## src/rtl/dram_trk_pkg.sv

```systemverilog
package dram_trk_pkg;

    typedef enum logic [1:0] {
        MODE_IDLE = 2'd0,
        MODE_AREF = 2'd1,
        MODE_SREF = 2'd2,
        MODE_PDN  = 2'd3
    } trk_mode_e;

    typedef enum logic [2:0] {
        CMD_NOP,
        CMD_ACT,
        CMD_RW,
        CMD_PRE,
        CMD_AREF,
        CMD_SREF,
        CMD_OTHER
    } dram_cmd_e;

endpackage

```

## src/rtl/dram_cmd_decode.sv

```systemverilog
module dram_cmd_decode
    import dram_trk_pkg::*;
(
    input  logic      cke,
    input  logic      cs_n,
    input  logic      ras_n,
    input  logic      cas_n,
    input  logic      we_n,
    output dram_cmd_e cmd
);

    always_comb begin
        if (cs_n) begin
            cmd = CMD_NOP;
        end else begin
            unique case ({ras_n, cas_n, we_n})
                3'b111:         cmd = CMD_NOP;
                3'b011:         cmd = CMD_ACT;
                3'b101, 3'b100: cmd = CMD_RW;
                3'b010:         cmd = CMD_PRE;
                3'b001:         cmd = cke ? CMD_AREF : CMD_SREF;
                default:        cmd = CMD_OTHER;
            endcase
        end
    end

endmodule

```

## src/rtl/dram_gap_timer.sv

```systemverilog
module dram_gap_timer #(
    parameter int GAP = 6,
    parameter int W   = $clog2(GAP + 1)
) (
    input  logic         clk,
    input  logic         rst_n,
    input  logic         load,
    output logic [W-1:0] count
);

    // Loaded with GAP-1 so a command exactly GAP edges later sees zero.
    always_ff @(posedge clk or negedge rst_n) begin
        if (!rst_n) begin
            count <= '0;
        end else if (load) begin
            count <= W'(GAP - 1);
        end else if (count != '0) begin
            count <= count - W'(1);
        end
    end

endmodule

```

## src/rtl/dram_rfsh_ctr.sv

```systemverilog
module dram_rfsh_ctr #(
    parameter int ROW_BITS  = 12,
    parameter int BANK_BITS = 2,
    localparam int ADDR_W   = ROW_BITS + BANK_BITS
) (
    input  logic                 clk,
    input  logic                 rst_n,
    input  logic                 adv,
    output logic [ROW_BITS-1:0]  row,
    output logic [BANK_BITS-1:0] bank
);

    logic [ADDR_W-1:0] addr_q;

    always_ff @(posedge clk or negedge rst_n) begin
        if (!rst_n) begin
            addr_q <= '0;
        end else if (adv) begin
            addr_q <= addr_q + ADDR_W'(1);
        end
    end

    assign row  = addr_q[ADDR_W-1:BANK_BITS];
    assign bank = addr_q[BANK_BITS-1:0];

endmodule

```

## src/rtl/dram_pwr_tracker.sv

```systemverilog
module dram_pwr_tracker
    import dram_trk_pkg::*;
#(
    parameter int NUM_BANKS   = 4,
    parameter int ROW_BITS    = 12,
    parameter int T_RC        = 6,
    parameter int T_RP        = 3,
    parameter int T_SREF      = 16,
    parameter int T_REF_LIMIT = 64,
    localparam int BANK_BITS  = $clog2(NUM_BANKS),
    localparam int ADDR_W     = ROW_BITS + BANK_BITS,
    localparam int TRC_W      = $clog2(T_RC + 1),
    localparam int TRP_W      = $clog2(T_RP + 1),
    localparam int STMR_W     = $clog2(T_SREF),
    localparam int PDC_W      = $clog2(T_REF_LIMIT + 1)
) (
    input  logic                 clk,
    input  logic                 rst_n,
    input  logic                 cke,
    input  logic                 cs_n,
    input  logic                 ras_n,
    input  logic                 cas_n,
    input  logic                 we_n,
    input  logic [NUM_BANKS-1:0] bank_idle,
    output logic [1:0]           mode,
    output logic [ROW_BITS-1:0]  rfsh_row,
    output logic [BANK_BITS-1:0] rfsh_bank,
    output logic                 err_bank_open,
    output logic                 err_trc,
    output logic                 err_pd_entry,
    output logic                 err_pd_overstay
);

    trk_mode_e         state_q, state_d;
    dram_cmd_e         cmd;
    logic [TRC_W-1:0]  trc_cnt;
    logic [TRP_W-1:0]  trp_cnt;
    logic [STMR_W-1:0] stmr_q;
    logic [PDC_W-1:0]  pdc_q;
    logic [ADDR_W-1:0] addr_vec;

    logic all_pre, is_ref, is_access, live, trc_busy, trp_busy;
    logic ref_ok, aref_go, sref_go, pd_go, sref_tick;
    logic trc_load, trp_load, adv;
    logic viol_bank, viol_trc, viol_pd, viol_stay;

    // ---------------------------------------------------------------
    // Command decode and gap timers
    // ---------------------------------------------------------------
    dram_cmd_decode u_dec (
        .cke   (cke),
        .cs_n  (cs_n),
        .ras_n (ras_n),
        .cas_n (cas_n),
        .we_n  (we_n),
        .cmd   (cmd)
    );

    dram_gap_timer #(.GAP(T_RC), .W(TRC_W)) u_trc (
        .clk   (clk),
        .rst_n (rst_n),
        .load  (trc_load),
        .count (trc_cnt)
    );

    dram_gap_timer #(.GAP(T_RP), .W(TRP_W)) u_trp (
        .clk   (clk),
        .rst_n (rst_n),
        .load  (trp_load),
        .count (trp_cnt)
    );

    dram_rfsh_ctr #(.ROW_BITS(ROW_BITS), .BANK_BITS(BANK_BITS)) u_ctr (
        .clk   (clk),
        .rst_n (rst_n),
        .adv   (adv),
        .row   (rfsh_row),
        .bank  (rfsh_bank)
    );

    assign addr_vec = {rfsh_row, rfsh_bank};

    // ---------------------------------------------------------------
    // Event qualification
    // ---------------------------------------------------------------
    assign all_pre   = &bank_idle;
    assign is_ref    = (cmd == CMD_AREF) || (cmd == CMD_SREF);
    assign is_access = (cmd == CMD_ACT) || (cmd == CMD_RW);
    assign live      = (state_q == MODE_IDLE) || (state_q == MODE_AREF);
    assign trc_busy  = (trc_cnt != '0);
    assign trp_busy  = (trp_cnt != '0);

    assign ref_ok    = (state_q == MODE_IDLE) && is_ref && all_pre && !trc_busy;
    assign aref_go   = ref_ok && (cmd == CMD_AREF);
    assign sref_go   = ref_ok && (cmd == CMD_SREF);
    assign pd_go     = (state_q == MODE_IDLE) && !cke && (cmd != CMD_SREF);
    assign sref_tick = (state_q == MODE_SREF) && !cke &&
                       (stmr_q == STMR_W'(T_SREF - 1));

    assign trc_load  = aref_go || ((state_q == MODE_SREF) && cke);
    assign trp_load  = live && (cmd == CMD_PRE);
    assign adv       = aref_go || sref_go || sref_tick;

    assign viol_bank = live && is_ref && !all_pre;
    assign viol_trc  = live && trc_busy && (is_ref || (cke && is_access));
    assign viol_pd   = pd_go && (!all_pre || trp_busy);
    assign viol_stay = (state_q == MODE_PDN) && !cke &&
                       (pdc_q == PDC_W'(T_REF_LIMIT - 1));

    // ---------------------------------------------------------------
    // Next-state logic
    // ---------------------------------------------------------------
    always_comb begin
        state_d = state_q;
        unique case (state_q)
            MODE_IDLE: begin
                if (aref_go)      state_d = MODE_AREF;
                else if (sref_go) state_d = MODE_SREF;
                else if (pd_go)   state_d = MODE_PDN;
            end
            MODE_AREF: begin
                if (trc_cnt == TRC_W'(1)) state_d = MODE_IDLE;
            end
            MODE_SREF: begin
                if (cke) state_d = MODE_IDLE;
            end
            MODE_PDN: begin
                if (cke) state_d = MODE_IDLE;
            end
        endcase
    end

    always_ff @(posedge clk or negedge rst_n) begin
        if (!rst_n) state_q <= MODE_IDLE;
        else        state_q <= state_d;
    end

    // ---------------------------------------------------------------
    // Self-refresh interval timer and power-down stay counter
    // ---------------------------------------------------------------
    always_ff @(posedge clk or negedge rst_n) begin
        if (!rst_n) begin
            stmr_q <= '0;
        end else if (sref_go) begin
            stmr_q <= '0;
        end else if ((state_q == MODE_SREF) && !cke) begin
            stmr_q <= sref_tick ? '0 : stmr_q + STMR_W'(1);
        end
    end

    always_ff @(posedge clk or negedge rst_n) begin
        if (!rst_n) begin
            pdc_q <= '0;
        end else if (pd_go) begin
            pdc_q <= '0;
        end else if ((state_q == MODE_PDN) && !cke &&
                     (pdc_q != PDC_W'(T_REF_LIMIT))) begin
            pdc_q <= pdc_q + PDC_W'(1);
        end
    end

    // ---------------------------------------------------------------
    // Outputs
    // ---------------------------------------------------------------
    assign mode = state_q;

    always_ff @(posedge clk or negedge rst_n) begin
        if (!rst_n) begin
            err_bank_open   <= 1'b0;
            err_trc         <= 1'b0;
            err_pd_entry    <= 1'b0;
            err_pd_overstay <= 1'b0;
        end else begin
            err_bank_open   <= viol_bank;
            err_trc         <= viol_trc;
            err_pd_entry    <= viol_pd;
            err_pd_overstay <= viol_stay;
        end
    end

    // ---------------------------------------------------------------
    // Assertions
    // ---------------------------------------------------------------
    AST_AREF_ADVANCE: assert property (@(posedge clk) disable iff (!rst_n)
        ((state_q == MODE_IDLE) && (cmd == CMD_AREF) && all_pre && !trc_busy)
        |=> (addr_vec == $past(addr_vec) + ADDR_W'(1)));

    AST_OPEN_BANK_HOLD: assert property (@(posedge clk) disable iff (!rst_n)
        (live && is_ref && !all_pre) |=> (addr_vec == $past(addr_vec)));

    AST_AREF_IN_GAP: assert property (@(posedge clk) disable iff (!rst_n)
        (state_q == MODE_AREF) |-> (trc_cnt != '0));

    AST_SREF_HOLD: assert property (@(posedge clk) disable iff (!rst_n)
        ((state_q == MODE_SREF) && !cke) |=> (state_q == MODE_SREF));

    AST_PD_EXIT: assert property (@(posedge clk) disable iff (!rst_n)
        ((state_q == MODE_PDN) && cke) |=> (state_q == MODE_IDLE));

    AST_STAY_ONCE: assert property (@(posedge clk) disable iff (!rst_n)
        err_pd_overstay |=> !err_pd_overstay);

endmodule

```

## config.mk

```make
export PLATFORM = sky130hd
export DESIGN_NAME = dram_pwr_tracker
export DESIGN_NICKNAME = d
export VERILOG_FILES = /design/src/rtl/dram_trk_pkg.sv /design/src/rtl/dram_cmd_decode.sv /design/src/rtl/dram_gap_timer.sv /design/src/rtl/dram_rfsh_ctr.sv /design/src/rtl/dram_pwr_tracker.sv
export SDC_FILE = /design/constraint.sdc
export NUM_CORES = 1
export LEC_CHECK = 0
export ABC_AREA = 1
export BUFFER_PORTS_ARGS = -buffer_cell sky130_fd_sc_hd__buf_2
export CORE_AREA = 2 2 85 71
export DETAILED_ROUTE_END_ITERATION = 8
export DIE_AREA = 0 0 87 73
export PLACE_DENSITY = 0.64
export SYNTH_ARGS = -nofsm -noshare
export SYNTH_HDL_FRONTEND = slang
export SYNTH_SLANG_ARGS = --single-unit
```

## constraint.sdc

```tcl
create_clock -name clk -period 2.21 [get_ports clk]
set_clock_uncertainty 0.1 [all_clocks]
set_input_delay 0.221 -clock clk [delete_from_list [all_inputs] [get_ports clk]]
set_output_delay 0.221 -clock clk [all_outputs]
set_load 0.005 [all_outputs]
```

Word-level counts from Yosys, hierarchy flattened
Index checks and enable logic that the tools add are counted.
{"block": "word_totals", "reg_bits": 36, "wordCells": 97, "input_bits": 11, "out_inout_bits": 20}
{"block": "classes", "n_mux": 18, "add_sub_neg": 5, "n_reduce_logical": 42, "n_eq_ne": 22}
{"op": "logical AND 1 bit", "count": 20}
{"op": "== test 3 bit (second input constant)", "count": 5}
{"op": "case mux 3 bit (5 select lines)", "count": 1}
{"op": "adder 14 x 1 -> 14 bit (second input constant)", "count": 1}
{"op": "2-to-1 mux 2 bit", "count": 7}
{"op": "2-to-1 mux 7 bit", "count": 2}
{"op": "== test 3 x 2 -> 1 bit (second input constant)", "count": 4}
{"op": "2-to-1 mux 4 bit", "count": 3}
{"op": "nonzero test 2 bit", "count": 5}
{"op": "== test 3 x 1 -> 1 bit (second input constant)", "count": 3}
{"op": "2-to-1 mux 3 bit", "count": 3}
{"op": "logical OR 1 bit", "count": 8}
{"op": "adder 7 x 1 -> 7 bit (second input constant)", "count": 1}
{"op": "== test 7 x 6 -> 1 bit (second input constant)", "count": 1}
{"op": "inequality test 7 bit (second input constant)", "count": 1}
{"op": "case mux 2 bit (3 select lines)", "count": 1}
{"op": "adder 4 x 1 -> 4 bit (second input constant)", "count": 1}
{"op": "== test 2 bit (second input constant)", "count": 2}
{"op": "== test 4 bit (second input constant)", "count": 1}
{"op": "inequality test 2 x 1 -> 1 bit (second input constant)", "count": 2}
{"op": "inequality test 4 bit (second input constant)", "count": 1}
{"op": "AND reduction 4 bit", "count": 1}
{"op": "OR reduction 2 bit", "count": 2}
{"op": "zero test 1 bit", "count": 3}
{"op": "other kinds (8)", "count": 8}

Depth between registers and ports, before layout
{"block": "depth", "depth_word": 13, "depth_mapped": 12, "mapped_depth_nobuf": 11}

Modules after synthesis
From an unflattened synthesis, not the netlist that was laid out.
{"block": "hier_totals", "cells_unflattened": 276, "area_unflattened_um2": 2095.8}
{"module": "dram_pwr_tracker", "cells_each": 145, "seq_area_each_um2": 425.4, "area_each_um2": 1043.5, "instances": 1}
{"module": "dram_rfsh_ctr", "cells_each": 83, "seq_area_each_um2": 350.3, "area_each_um2": 718.2, "instances": 1}
{"module": "dram_gap_timer at u_trc", "cells_each": 22, "seq_area_each_um2": 75.1, "area_each_um2": 172.7, "instances": 1}
{"module": "dram_gap_timer at u_trp", "cells_each": 14, "seq_area_each_um2": 50.0, "area_each_um2": 107.6, "instances": 1}
{"module": "dram_cmd_decode", "cells_each": 12, "seq_area_each_um2": 0.0, "area_each_um2": 53.8, "instances": 1}

Worst setup path before layout
No wires, ideal clock.
{"block": "synth_timing", "kind": "register -> register", "from": "reg u_trc.count[0]", "to": "reg u_ctr.addr_q[5]", "synth_period_minus_slack_ps": 1744, "setup_slack_ps": 466, "setup_ps": 117, "t_required_ps": 1993, "n_path_buf": 1, "path_stages_with_launch": 13, "arrival_time_ps": 1527, "path_cell_list": "dfrtp_1 > inv_1 > ha_1 > inv_1 > nor2_4 > nand2_1 > nor2_1 > nand2_2 > nand2_4 > buf_8 > nand2_2 > nand2_1 > nand2_1"}
{"block": "synth_via", "elab_chain_cells": 6, "elab_cells_between_ends": 7, "cone_classes": "7 x reduce/logical"}
{"element": "start, declared", "line": "dram_gap_timer.sv:8", "source": "output logic [W-1:0] count"}
{"element": "start signal, assigned", "line": "dram_gap_timer.sv:16", "source": "count <= W'(GAP - 1);"}
{"element": "start signal, assigned", "line": "dram_gap_timer.sv:18", "source": "count <= count - W'(1);"}
{"element": "nonzero test 3 bit *", "line": "dram_pwr_tracker.sv:90", "source": "assign trc_busy = (trc_cnt != '0);"}
{"element": "zero test 1 bit *", "line": "dram_pwr_tracker.sv:93", "source": "assign ref_ok = (state_q == MODE_IDLE) && is_ref && all_pre && !trc_busy;"}
{"element": "logical AND 1 bit *", "line": "dram_pwr_tracker.sv:93"}
{"element": "logical AND 1 bit, on equally long branches", "line": "dram_pwr_tracker.sv:94, dram_pwr_tracker.sv:95"}
{"element": "logical OR 1 bit * (2 in series)", "line": "dram_pwr_tracker.sv:102", "source": "assign adv = aref_go || sref_go || sref_tick;"}
{"element": "end signal, assigned", "line": "dram_rfsh_ctr.sv:19", "source": "addr_q <= addr_q + ADDR_W'(1);"}
{"element": "end, declared", "line": "dram_rfsh_ctr.sv:13", "source": "logic [ADDR_W-1:0] addr_q;"}
Every way passes the cells marked *; elsewhere a longest branch is shown, timed or not.
A chain may end at the register's enable or synchronous reset.

Worst setup path after layout
{"block": "layout_timing", "from": "reg u_trc.count[0]", "to": "reg u_ctr.addr_q[3]"}
The elaborated chain is that of the path after synthesis.

==> results.json <==
{
  "fin_hold_ws_ps": 156,
  "cap_violations": 0,
  "cp-end-kind": "register",
  "drtIter0Drc": 93,
  "syn_nets": 293,
  "worst_pin_slew_ps": 803,
  "grt_pass1_wl_um": 7250,
  "clk_pin_slew_ps": 80,
  "wl_per_cell_um": 11.1,
  "first_global_vias": 1717,
  "antenna_found_initial": 0,
  "syn_area_per_cell_um2": 7.78,
  "outcome": "complete, no violations",
  "ant_nets": 0,
  "crit_required_ps": 2310,
  "powerDensity_nw_per_um2": 951,
  "numCtsBuffers": 5,
  "ys_seq_area_frac": 0.423,
  "finalSetupViolations": 0,
  "grt_max_degree": 37,
  "synth.distinct_cells": 26,
  "dpl.hpwl_um": 3170,
  "synth_top_area_frac": 0.423,
  "cts_tree": "built",
  "die_w_um": 87,
  "row_count": 25,
  "ys_warn_count": 0,
  "drive_gt1_frac": 0.164,
  "synth.largest_area_cell": "dfrtp_1",
  "post-route-period-util": 0.887,
  "viasPerCell": 4.69,
  "ioPinCount": 31,
  "post_cts_buffers": 0,
  "root_buffer": "clkbuf_8",
  "netlist_area_um2": 2130,
  "clock_path_buffers": 2,
  "cts_sinks": 36,
  "p_leak_nw": 1.26,
  "wl_um": 4210,
  "tns_ps": 0,
  "drc": 0,
  "critPathMaxFanout": 25,
  "worst_ir_drop_vdd_mv": 0.256,
  "hold_path.class": "in -> reg",
  "arrival_ps": 2060,
  "synth-async-reset-ratio": 1.00,
  "ys_top_cells_by_area": "dfrtp_1, nand2_1, inv_1",
  "antennaDiodeCount": 0,
  "synth.most_common_cell": "nand2_1",
  "synth_seq_cells": 36,
  "vias": 1773,
  "initial_core_util": 0.381,
  "overflow": 0,
  "crit_type": "reg -> reg",
  "die_h_um": 73,
  "cts_max_level": 2,
  "track_usage": 0.145,
  "area_delta_synth_final_pct": 14.4,
  "ys_top_cells_by_count": "nand2_1, inv_1, dfrtp_1, nor2_1, nand3_1",
  "port_buffers": 30,
  "core_um2": 5600,
  "place.gp.congestion": 0.856,
  "synth-main-ff-cell": "dfrtp_1",
  "period_needed_ps": 1960,
  "rsz0062_at_grt": "no",
  "synth-edff-count": 0,
  "synthCells": 274,
  "relSlewSlack": 0.465,
  "p_total_mw": 2.32,
  "fmax_mhz": 510,
  "clock_latency_ps": 300,
  "startpoint_type": "register",
  "hold_viol": 0,
  "fin_nets": 329,
  "drtPass1Iterations": 7,
  "post-route-util": 0.436,
  "die-area_um2": 6350,
  "slew_viol_final": 0
}
-- worst paths after layout --
path	startpoint	end	slack [ps]	depth (start not counted)
min in group asynchronous	rst_n	stmr_q[1]	450	2
worst max-delay path	u_trc.count[0]	u_ctr.addr_q[3]	250	11
worst max register to register	u_trc.count[0]	u_ctr.addr_q[3]	250	11
max in group asynchronous	rst_n	pdc_q[1]	1050	2
worst min-delay path	cke	err_trc	160	3
worst min register to register	pdc_q[6]	err_pd_overstay	360	1
-- logic make-up (layout without fill, tap and decap cells) --
kind of cell / Yosys count / count (layout) / share of synthesized area
xor gates and xnor gates: 14 / 14 / 0.0610
AOI/OAI and AO/OA: 32 / 32 / 0.0857
DFF: 36 / 36 / 0.423
adders and majority gates: 8 / 8 / 0.0470
and+or+nand+nor: 134 / 134 / 0.285
buffers and inverters: 50 / 87 / 0.0986
-- cell type report --
| type | count | area, µm² |
|---|---|---|
| Clock buffer | 6 | 82.6 |
| Clock inverter | 2 | 10.0 |
| Fill cell | 587 | 3160 |
| Inverter | 48 | 180 |
| Multi-Input combinational cell | 188 | 1020 |
| Sequential cell | 36 | 901 |
| Tap cell | 67 | 83.8 |
| Timing Repair Buffer | 31 | 160 |
-- timing repair --
| action | in CTS | in global routing |
|---|---|---|
| endpoints found under the hold margin | 36 | 0 |
| setup endpoints to repair | 0 | 0 |
| hold buffers | 1 | 0 |
| gates resized for setup | 0 | 0 |
-- report_power, final --
| group | total [mW] | switching [mW] | leakage, nW | internal, mW |
|---|---|---|---|---|
| combinational | 0.847 | 0.508 | 0.765 | 0.339 |
| clock | 0.488 | 0.239 | 0.0510 | 0.249 |
| sequential | 0.985 | 0.152 | 0.444 | 0.833 |
| total | 2.32 | 0.900 | 1.26 | 1.42 |
-- critical path: stages (launching register included) --
cell	delay, ps
dfrtp_1	390
inv_1	110
ha_1	150
inv_1	60
nor2_4	140
nand2_1	70
nor2_1	230
nand2_2	140
nand2_4	250
nand2_1	90
nor2_1	90
nor2_1	50
-- routing by layer --
layer	track usage	share of wire	vias up
met5	0	0	-
met4	0.0729	0.017	0
met3	0.0294	0.026	7
met2	0.227	0.45	28
met1	0.190	0.50	809
li1	-	-	929
-- flip-flops by register name (all words and copies together) (netlist names) --
signal           count
u_ctr.addr_q        14
u_trp.count          2
err_pd_overstay      1
pdc_q                7
err_pd_entry         1
err_trc              1
u_trc.count          3
stmr_q               4
mode                 2
err_bank_open        1
-- metrics by stage --
step           worst slack (ps)  std cells  area [µm²]
2_1_floorplan               466        274        2130
3_3_place_gp                327        369        2340
3_5_place_dp                255        369        2340
4_1_cts                     247        378        2440
5_1_grt                    8.00        378        2440
6_report                    250        378        2440
-- cell usage in the layout (no fill, tap or decap), drive strengths merged --
master       count
a211oi           1
a21boi           1
a21oi           11
a31oi            1
and3             1
buf             30
clkbuf           6
clkinv           2
dfrtp           36
dlygate4sd3      1
ha               8
inv             48
nand2           67
nand3           22
nand4            5
nor2            28
nor3            11
o211ai           1
o21a             1
o21ai           16
xnor2            3
xor2            11
No activity file was read; power rests on OpenSTA's default activity.
